`config.mk`:
```
export PLATFORM = sky130hd
export DESIGN_NAME = ow_slot_engine
export DESIGN_NICKNAME = d
export VERILOG_FILES = /design/src/rtl/ow_slot_pkg.sv /design/src/rtl/ow_us_tick.sv /design/src/rtl/ow_sync2.sv /design/src/rtl/ow_slot_ctrl.sv /design/src/rtl/ow_slot_engine.sv
export SDC_FILE = /design/constraint.sdc
export NUM_CORES = 1
export LEC_CHECK = 0
export BUFFER_PORTS_ARGS = -buffer_cell sky130_fd_sc_hd__buf_2
export CAP_MARGIN = 10
export CORE_MARGIN = 4
export CORE_UTILIZATION = 40
export CTS_BUF_LIST = sky130_fd_sc_hd__clkbuf_8
export DETAILED_ROUTE_END_ITERATION = 8
export PLACE_DENSITY = 0.57
export SLEW_MARGIN = 40
export SYNTH_ARGS = -nofsm -noshare
export SYNTH_HDL_FRONTEND = slang
export SYNTH_SLANG_ARGS = --single-unit
```
`constraint.sdc`:
```
create_clock -name clk -period 4.5 [get_ports clk]
set_input_delay 0.9 -clock clk [delete_from_list [all_inputs] [get_ports clk]]
set_output_delay 0.9 -clock clk [all_outputs]
set_load 0.03 [all_outputs]
```
`src/rtl/ow_slot_pkg.sv`:
```
package ow_slot_pkg;

    typedef enum logic {
        ST_IDLE = 1'b0,
        ST_RUN  = 1'b1
    } slot_st_e;

    function automatic int max2(input int a, input int b);
        return (a > b) ? a : b;
    endfunction

endpackage

```
`src/rtl/ow_us_tick.sv`:
```
module ow_us_tick #(
    parameter int CLK_PER_US = 125
) (
    input  logic clk,
    input  logic rst_n,
    input  logic clr,
    output logic tick
);
    localparam int CNT_W = (CLK_PER_US > 1) ? $clog2(CLK_PER_US) : 1;
    localparam logic [CNT_W-1:0] LAST = CNT_W'(CLK_PER_US - 1);

    logic [CNT_W-1:0] cnt_d, cnt_q;

    assign tick = (cnt_q == LAST);

    always_comb begin
        cnt_d = cnt_q;
        if (clr || tick) begin
            cnt_d = '0;
        end else begin
            cnt_d = cnt_q + 1'b1;
        end
    end

    always_ff @(posedge clk or negedge rst_n) begin
        if (!rst_n) begin
            cnt_q <= '0;
        end else begin
            cnt_q <= cnt_d;
        end
    end
endmodule

```
`src/rtl/ow_sync2.sv`:
```
module ow_sync2 #(
    parameter logic RST_VAL = 1'b1
) (
    input  logic clk,
    input  logic rst_n,
    input  logic din,
    output logic dout
);
    logic [1:0] sh_d, sh_q;

    always_comb begin
        sh_d = {sh_q[0], din};
    end

    always_ff @(posedge clk or negedge rst_n) begin
        if (!rst_n) begin
            sh_q <= {2{RST_VAL}};
        end else begin
            sh_q <= sh_d;
        end
    end

    assign dout = sh_q[1];
endmodule

```
`src/rtl/ow_slot_ctrl.sv`:
```
module ow_slot_ctrl
    import ow_slot_pkg::*;
#(
    parameter int US_W          = 7,
    parameter int REG_W1_LOW_US = 6,
    parameter int REG_W0_LOW_US = 60,
    parameter int REG_RD_LOW_US = 6,
    parameter int REG_SMP_US    = 14,
    parameter int REG_SLOT_US   = 70,
    parameter int OD_W1_LOW_US  = 1,
    parameter int OD_W0_LOW_US  = 7,
    parameter int OD_RD_LOW_US  = 1,
    parameter int OD_SMP_US     = 2,
    parameter int OD_SLOT_US    = 10,
    parameter int REC_US        = 2
) (
    input  logic clk,
    input  logic rst_n,
    input  logic cmd_valid,
    input  logic cmd_read,
    input  logic cmd_bit,
    input  logic cmd_od,
    input  logic tick,
    input  logic line_s,
    output logic presc_clr,
    output logic busy,
    output logic done,
    output logic rd_bit,
    output logic drive_low
);
    localparam logic [US_W-1:0] K_REG_W1  = US_W'(REG_W1_LOW_US);
    localparam logic [US_W-1:0] K_REG_W0  = US_W'(REG_W0_LOW_US);
    localparam logic [US_W-1:0] K_REG_RD  = US_W'(REG_RD_LOW_US);
    localparam logic [US_W-1:0] K_REG_SMP = US_W'(REG_SMP_US);
    localparam logic [US_W-1:0] K_REG_END = US_W'(REG_SLOT_US + REC_US);
    localparam logic [US_W-1:0] K_OD_W1   = US_W'(OD_W1_LOW_US);
    localparam logic [US_W-1:0] K_OD_W0   = US_W'(OD_W0_LOW_US);
    localparam logic [US_W-1:0] K_OD_RD   = US_W'(OD_RD_LOW_US);
    localparam logic [US_W-1:0] K_OD_SMP  = US_W'(OD_SMP_US);
    localparam logic [US_W-1:0] K_OD_END  = US_W'(OD_SLOT_US + REC_US);

    typedef struct packed {
        slot_st_e        st;
        logic [US_W-1:0] us;
        logic [US_W-1:0] low_us;
        logic [US_W-1:0] smp_us;
        logic [US_W-1:0] end_us;
        logic            is_rd;
        logic            smp;
        logic            drv;
        logic            done;
        logic            rbit;
    } ctrl_t;

    ctrl_t ctl_d, ctl_q;
    logic [US_W-1:0] us_inc;

    assign us_inc = ctl_q.us + 1'b1;

    always_comb begin
        ctl_d      = ctl_q;
        ctl_d.done = 1'b0;
        unique case (ctl_q.st)
            ST_IDLE: begin
                if (cmd_valid) begin
                    ctl_d.st     = ST_RUN;
                    ctl_d.us     = '0;
                    ctl_d.drv    = 1'b1;
                    ctl_d.is_rd  = cmd_read;
                    ctl_d.smp    = 1'b1;
                    if (cmd_od) begin
                        ctl_d.low_us = cmd_read ? K_OD_RD : (cmd_bit ? K_OD_W1 : K_OD_W0);
                        ctl_d.smp_us = K_OD_SMP;
                        ctl_d.end_us = K_OD_END;
                    end else begin
                        ctl_d.low_us = cmd_read ? K_REG_RD : (cmd_bit ? K_REG_W1 : K_REG_W0);
                        ctl_d.smp_us = K_REG_SMP;
                        ctl_d.end_us = K_REG_END;
                    end
                end
            end
            ST_RUN: begin
                if (tick) begin
                    ctl_d.us = us_inc;
                    if (us_inc == ctl_q.low_us) begin
                        ctl_d.drv = 1'b0;
                    end
                    if (ctl_q.is_rd && (us_inc == ctl_q.smp_us)) begin
                        ctl_d.smp = line_s;
                    end
                    if (us_inc == ctl_q.end_us) begin
                        ctl_d.st   = ST_IDLE;
                        ctl_d.done = 1'b1;
                        ctl_d.drv  = 1'b0;
                        if (ctl_q.is_rd) begin
                            ctl_d.rbit = ctl_q.smp;
                        end
                    end
                end
            end
            default: ctl_d = ctl_q;
        endcase
    end

    always_ff @(posedge clk or negedge rst_n) begin
        if (!rst_n) begin
            ctl_q <= '{st: ST_IDLE, us: '0, low_us: '0, smp_us: '0, end_us: '0,
                       is_rd: 1'b0, smp: 1'b1, drv: 1'b0, done: 1'b0, rbit: 1'b0};
        end else begin
            ctl_q <= ctl_d;
        end
    end

    assign presc_clr = (ctl_q.st == ST_IDLE);
    assign busy      = (ctl_q.st == ST_RUN);
    assign done      = ctl_q.done;
    assign rd_bit    = ctl_q.rbit;
    assign drive_low = ctl_q.drv;
endmodule

```
`src/rtl/ow_slot_engine.sv`:
```
module ow_slot_engine
    import ow_slot_pkg::*;
#(
    parameter int CLK_PER_US    = 125,
    parameter int REG_W1_LOW_US = 6,
    parameter int REG_W0_LOW_US = 60,
    parameter int REG_RD_LOW_US = 6,
    parameter int REG_SMP_US    = 14,
    parameter int REG_SLOT_US   = 70,
    parameter int OD_W1_LOW_US  = 1,
    parameter int OD_W0_LOW_US  = 7,
    parameter int OD_RD_LOW_US  = 1,
    parameter int OD_SMP_US     = 2,
    parameter int OD_SLOT_US    = 10,
    parameter int REC_US        = 2
) (
    input  logic clk,
    input  logic rst_n,
    input  logic cmd_valid,
    input  logic cmd_read,
    input  logic cmd_bit,
    input  logic cmd_od,
    output logic busy,
    output logic done,
    output logic rd_bit,
    output logic ow_drive_low,
    input  logic ow_line_in
);
    localparam int MAX_END_US = max2(REG_SLOT_US, OD_SLOT_US) + REC_US;
    localparam int US_W       = $clog2(MAX_END_US + 1);

    logic tick;
    logic presc_clr;
    logic line_s;

    ow_us_tick #(.CLK_PER_US(CLK_PER_US)) i_tick (
        .clk   (clk),
        .rst_n (rst_n),
        .clr   (presc_clr),
        .tick  (tick)
    );

    ow_sync2 #(.RST_VAL(1'b1)) i_sync (
        .clk   (clk),
        .rst_n (rst_n),
        .din   (ow_line_in),
        .dout  (line_s)
    );

    ow_slot_ctrl #(
        .US_W          (US_W),
        .REG_W1_LOW_US (REG_W1_LOW_US),
        .REG_W0_LOW_US (REG_W0_LOW_US),
        .REG_RD_LOW_US (REG_RD_LOW_US),
        .REG_SMP_US    (REG_SMP_US),
        .REG_SLOT_US   (REG_SLOT_US),
        .OD_W1_LOW_US  (OD_W1_LOW_US),
        .OD_W0_LOW_US  (OD_W0_LOW_US),
        .OD_RD_LOW_US  (OD_RD_LOW_US),
        .OD_SMP_US     (OD_SMP_US),
        .OD_SLOT_US    (OD_SLOT_US),
        .REC_US        (REC_US)
    ) i_ctrl (
        .clk       (clk),
        .rst_n     (rst_n),
        .cmd_valid (cmd_valid),
        .cmd_read  (cmd_read),
        .cmd_bit   (cmd_bit),
        .cmd_od    (cmd_od),
        .tick      (tick),
        .line_s    (line_s),
        .presc_clr (presc_clr),
        .busy      (busy),
        .done      (done),
        .rd_bit    (rd_bit),
        .drive_low (ow_drive_low)
    );
endmodule

```
==> impl_results.html <==
<table>
<tr><th>Metric</th><th>Value</th></tr>
<tr><th colspan="2">Finish</th></tr>
<tr><td>Count of inserted antenna diode cells</td><td>0</td></tr>
<tr><td>Synthesis-to-finish area growth</td><td>8.480%</td></tr>
<tr><td>Share of layout cells above drive strength 1</td><td>11.83%</td></tr>
<tr><td>Count of non-filler cells in the finished layout</td><td>roughly 220</td></tr>
<tr><td>Layout filler cell count</td><td>380</td></tr>
<tr><td>Net count of the finished layout</td><td>180</td></tr>
<tr><th colspan="2">Floorplan</th></tr>
<tr><td>Number of primary I/O pins</td><td>11</td></tr>
<tr><td>Core area</td><td>0.003716 mm^2</td></tr>
<tr><td>Horizontal extent of the die</td><td>70.53 um</td></tr>
<tr><td>Height of the chip</td><td>between 70 and 80 um</td></tr>
<tr><td>Area of the die</td><td>0.004974 mm^2</td></tr>
<tr><td>Number of core rows</td><td>22</td></tr>
<tr><td>Starting density of the core</td><td>42.09%</td></tr>
<tr><th colspan="2">Setup path</th></tr>
<tr><td>Cells along the critical path</td><td>ha_1 -&gt; and3_1 -&gt; or4_4 -&gt; a211oi_2 -&gt; mux2_1</td></tr>
<tr><td>Delay-heaviest family, CP</td><td>simple AND/OR/NAND/NOR gates</td></tr>
<tr><td>Nature of the critical path endpoint</td><td>flop</td></tr>
<tr><td>Worst r2r src</td><td>i_ctrl.ctl_q[26]</td></tr>
<tr><td>Crit path buf inv count</td><td>0</td></tr>
<tr><td>End of the worst register-to-register path</td><td>i_ctrl.rd_bit</td></tr>
<tr><td>Flop-to-flop setup slack</td><td>2.15 ns</td></tr>
<tr><td>Critical-path top delay cell</td><td>or4_4</td></tr>
<tr><td>FF-to-FF path depth</td><td>5</td></tr>
<tr><td>Critical Path Source Type</td><td>flop</td></tr>
<tr><td>Peak fanout along the critical path</td><td>11</td></tr>
<tr><td>CP peak stage delay</td><td>0.52 ns</td></tr>
<tr><td>CP required</td><td>4.67 ns</td></tr>
<tr><td>WS Path Type</td><td>flop to flop</td></tr>
<tr><td>Arrival time worst endpoint</td><td>2.52 ns</td></tr>
<tr><th colspan="2">Timing</th></tr>
<tr><td>Worst rel slew slack</td><td>59.26%</td></tr>
<tr><td>Transition at the pin with the smallest max-transition slack</td><td>0.6112 ns</td></tr>
<tr><td>Finish-stage setup viols</td><td>0</td></tr>
<tr><td>Shortest clock period the worst path allows after layout</td><td>2.354 ns</td></tr>
<tr><td>Pins over their slew limit</td><td>0</td></tr>
<tr><td>Setup repair after global routing missed its margin</td><td>false</td></tr>
<tr><td>Count of endpoints failing hold in the final timing report</td><td>0</td></tr>
<tr><td>Achievable frequency</td><td>424.8 MHz</td></tr>
<tr><td>Setup total negative slack</td><td>0 ns</td></tr>
<tr><td>Share of the clock period used by the worst path</td><td>between 50% and 60%</td></tr>
<tr><td>Skew final</td><td>~0.0034 ns</td></tr>
<tr><th colspan="2">Routing</th></tr>
<tr><td>Detailed-route DRC error count</td><td>0</td></tr>
<tr><td>Number of violations reported at the end of detailed-routing iteration 0</td><td>154</td></tr>
<tr><td>Antenna-violating nets left</td><td>0</td></tr>
<tr><td>1st-pass router iterations</td><td>4</td></tr>
<tr><td>Detailed-route vias per instance</td><td>roughly 5.5</td></tr>
<tr><td>Vias after detailed routing</td><td>around 1200</td></tr>
<tr><td>Total routed wirelength</td><td>between 3000 and 4000 um</td></tr>
<tr><td>WL/cell</td><td>15.09 um</td></tr>
<tr><th colspan="2">Power</th></tr>
<tr><td>Part of the power in combinational logic</td><td>28.4%</td></tr>
<tr><td>Internal</td><td>between 0.0005 and 0.0006 W</td></tr>
<tr><td>Share of power burned in registers</td><td>between 40% and 50%</td></tr>
<tr><td>Power Density</td><td>480.8 mW/mm^2</td></tr>
<tr><td>Share of total power in the clock network</td><td>roughly a quarter</td></tr>
<tr><td>Switching share of power</td><td>33.82%</td></tr>
<tr><td>Switch Pwr</td><td>0.0002758 W</td></tr>
<tr><td>Worst supply voltage drop on vdd</td><td>0.1942 mV</td></tr>
<tr><td>Leakage component of the power</td><td>between 0.7 and 0.8 nW</td></tr>
<tr><th colspan="2">Placement</th></tr>
<tr><td>Dpl hpwl</td><td>2407 um</td></tr>
<tr><td>Number of buffer cells added on primary ports</td><td>10</td></tr>
<tr><td>Final weighted congestion of routability-driven global placement</td><td>~0.83</td></tr>
<tr><td>Post-Place Cells</td><td>between 200 and 250</td></tr>
<tr><th colspan="2">Logic synthesis</th></tr>
<tr><td>Top_reg_cell synth</td><td>dfrtp_1</td></tr>
<tr><td>Post-synthesis instance area</td><td>0.001564 mm^2</td></tr>
<tr><td>Post-synthesis cell count</td><td>165</td></tr>
<tr><td>Yosys synthesis warning count</td><td>0</td></tr>
<tr><td>Flip-flop and latch count after synthesis</td><td>28</td></tr>
<tr><td>EDFF count, synth</td><td>0</td></tr>
<tr><td>Synthesized netlist net count</td><td>175</td></tr>
<tr><td>Cell variety after synth</td><td>41</td></tr>
<tr><td>Sequential share of the synthesized area</td><td>a little under half</td></tr>
<tr><td>Share of flip-flops with an asynchronous set or reset</td><td>100.0%</td></tr>
<tr><td>Synthesized area per cell</td><td>9.479 um^2</td></tr>
<tr><th colspan="2">GRT</th></tr>
<tr><td>Vias in the first global route</td><td>1132</td></tr>
<tr><td>Maximum number of pins on one net before global-route repair</td><td>29</td></tr>
<tr><td>Remaining global-route overflow</td><td>0</td></tr>
<tr><td>Global-route wire length before repair</td><td>about 5500 um</td></tr>
<tr><td>Antenna violations before repair</td><td>0</td></tr>
<tr><td>GRT Total Usage</td><td>14.18%</td></tr>
<tr><th colspan="2">Clock network</th></tr>
<tr><td>Register clock-pin slew on the reported worst setup and hold paths</td><td>0.09 ns</td></tr>
<tr><td>Clock tree from TritonCTS</td><td>done</td></tr>
<tr><td>Total setup buffers inserted after CTS</td><td>0</td></tr>
<tr><td>Number of gates given a new drive strength after cts</td><td>0</td></tr>
<tr><td>Root buffer cell</td><td>clkbuf_8</td></tr>
<tr><td>Hold-fix buffer count after cts</td><td>0</td></tr>
<tr><td>Worst-Skew Late Latency</td><td>roughly 0.28 ns</td></tr>
<tr><td>H-tree level count</td><td>1</td></tr>
<tr><td>Sink count of the clock tree</td><td>28</td></tr>
<tr><td>TritonCTS buffer count</td><td>3</td></tr>
<tr><td>Largest buffer count on any clock path</td><td>2</td></tr>
<tr><th colspan="2">Outcome</th></tr>
<tr><td>Outcome</td><td>completed</td></tr>
<tr><th colspan="2">Hold path</th></tr>
<tr><td>Type of the worst min-delay path</td><td>flop to flop</td></tr>
<tr><td>Sink of the worst hold path</td><td>i_sync.sh_q[1]</td></tr>
<tr><td>Number of cells on the worst hold path</td><td>0</td></tr>
<tr><td>Worst Min Path Start</td><td>i_sync.sh_q[0]</td></tr>
<tr><th colspan="2">Flow run</th></tr>
<tr><td>Max cap viols</td><td>0</td></tr>
</table>
==> power groups by stage <==
stage	sequential, W	combinational (W)	clock (W)
CTS	0.000386	0.000233	0.000206
global route	0.000398	0.000260	0.000218
global placement	0.000388	0.000226	0
finish	0.000387	0.000232	0.000197
detailed placement	0.000390	0.000232	0
floorplan	0.000349	0.000222	0
==> cell usage in the layout (no fill, tap or decap), drive strengths merged, types with 4 or more instances in the layout <==
cell type	n
a21oi	6
and3	5
dfrtp	25
xor2	8
buf	10
nand4	5
nor2	15
inv	4
nand3	8
mux2i	5
o31ai	5
nand2	16
o21ai	11
xnor2	6
==> cell families (layout without fill, tap and decap cells) <==
kind of cell	count (synthesis)	count (layout)	share of synthesized area, %
fa+ha+maj	3	3	2.400
flops	28	28	45.04
simple gates	67	67	22.16
xor+xnor	15	15	9.280
buf+inv	14	18	4.079
compound gates	32	32	13.12
mux	6	6	3.920
==> flip-flops by register name (all words and copies together) (netlist names) <==
| signal | count |
|---|---|
| i_ctrl.busy | 1 |
| i_ctrl.ctl_q | 15 |
| i_ctrl.done | 1 |
| i_ctrl.drive_low | 1 |
| i_ctrl.rd_bit | 1 |
| i_sync.sh_q | 2 |
| i_tick.cnt_q | 7 |
==> worst max path at each step <==
stage / endpoint / cells after the start / slack, ns / startpoint
after floorplan: i_ctrl.rd_bit / 6 / 2.48 / i_ctrl.ctl_q[27]
after global placement: i_ctrl.rd_bit / 5 / 2.22 / i_ctrl.ctl_q[26]
after detailed placement: i_ctrl.rd_bit / 5 / 2.19 / i_ctrl.ctl_q[26]
after CTS: i_ctrl.rd_bit / 5 / 2.18 / i_ctrl.ctl_q[26]
after global routing: i_ctrl.rd_bit / 5 / 2.06 / i_ctrl.ctl_q[26]
final: i_ctrl.rd_bit / 5 / 2.15 / i_ctrl.ctl_q[26]
==> layer usage <==
metal	part of all wire, %	GRT usage [%]	wire length (um)
met1	47	20.61	1540
met2	45	21.10	1486
met3	6.3	3.551	206
met4	1.3	3.967	41
met5	0	0	0
==> cells in the mapped netlist, types with 2 or more instances <==
library cell,count,area [um^2]
and2_1,2,12.51
nor4_1,2,12.51
nand2b_1,3,18.77
nor2_1,15,56.30
xnor2_1,6,52.55
nand2_1,16,60.06
nand4_1,5,31.28
inv_1,4,15.01
nand3_1,8,40.04
nor3_1,2,10.01
and3_1,5,31.28
ha_1,3,37.54
xor2_1,8,70.07
a21o_1,2,15.01
o21ai_1,10,50.05
nor2b_1,2,12.51
dfstp_2,3,78.83
dfrtp_1,25,625.6
mux2i_1,5,50.05
a21oi_1,6,30.03
buf_2,3,15.01
and4_1,2,17.52
o31ai_1,5,37.54
clkbuf_1,6,22.52
==> stage by stage <==
| step | hold WS, ns | util [%] | cell area (um^2) | total power (W) | worst slack [ns] |
|---|---|---|---|---|---|
| global route | 0.3731 | 45.66 | 1697 | 0.0008755 | 2.056 |
| floorplan | 0.3452 | - | 1564 | 0.0005702 | 2.477 |
| CTS | 0.3665 | 45.66 | 1697 | 0.0008244 | 2.176 |
| detailed placement | 0.3514 | 43.74 | 1625 | 0.0006212 | 2.187 |
| finish | 0.3670 | 45.66 | 1697 | 0.0008157 | 2.146 |
| global placement | 0.3479 | 43.74 | 1625 | 0.0006141 | 2.223 |
==> cell type report <==
type                    count  area [um^2]  area share [%]
multi-input cells         123        795.8           46.90
clock inverters             1        30.03           1.770
repair buffers             10        50.05           2.950
flip-flops and latches     28        704.4           41.52
clock buffers               3        41.29           2.434
inverters                   4        15.01          0.8850
well taps                  48        60.06           3.540
Power figures use the tool's default switching activity.
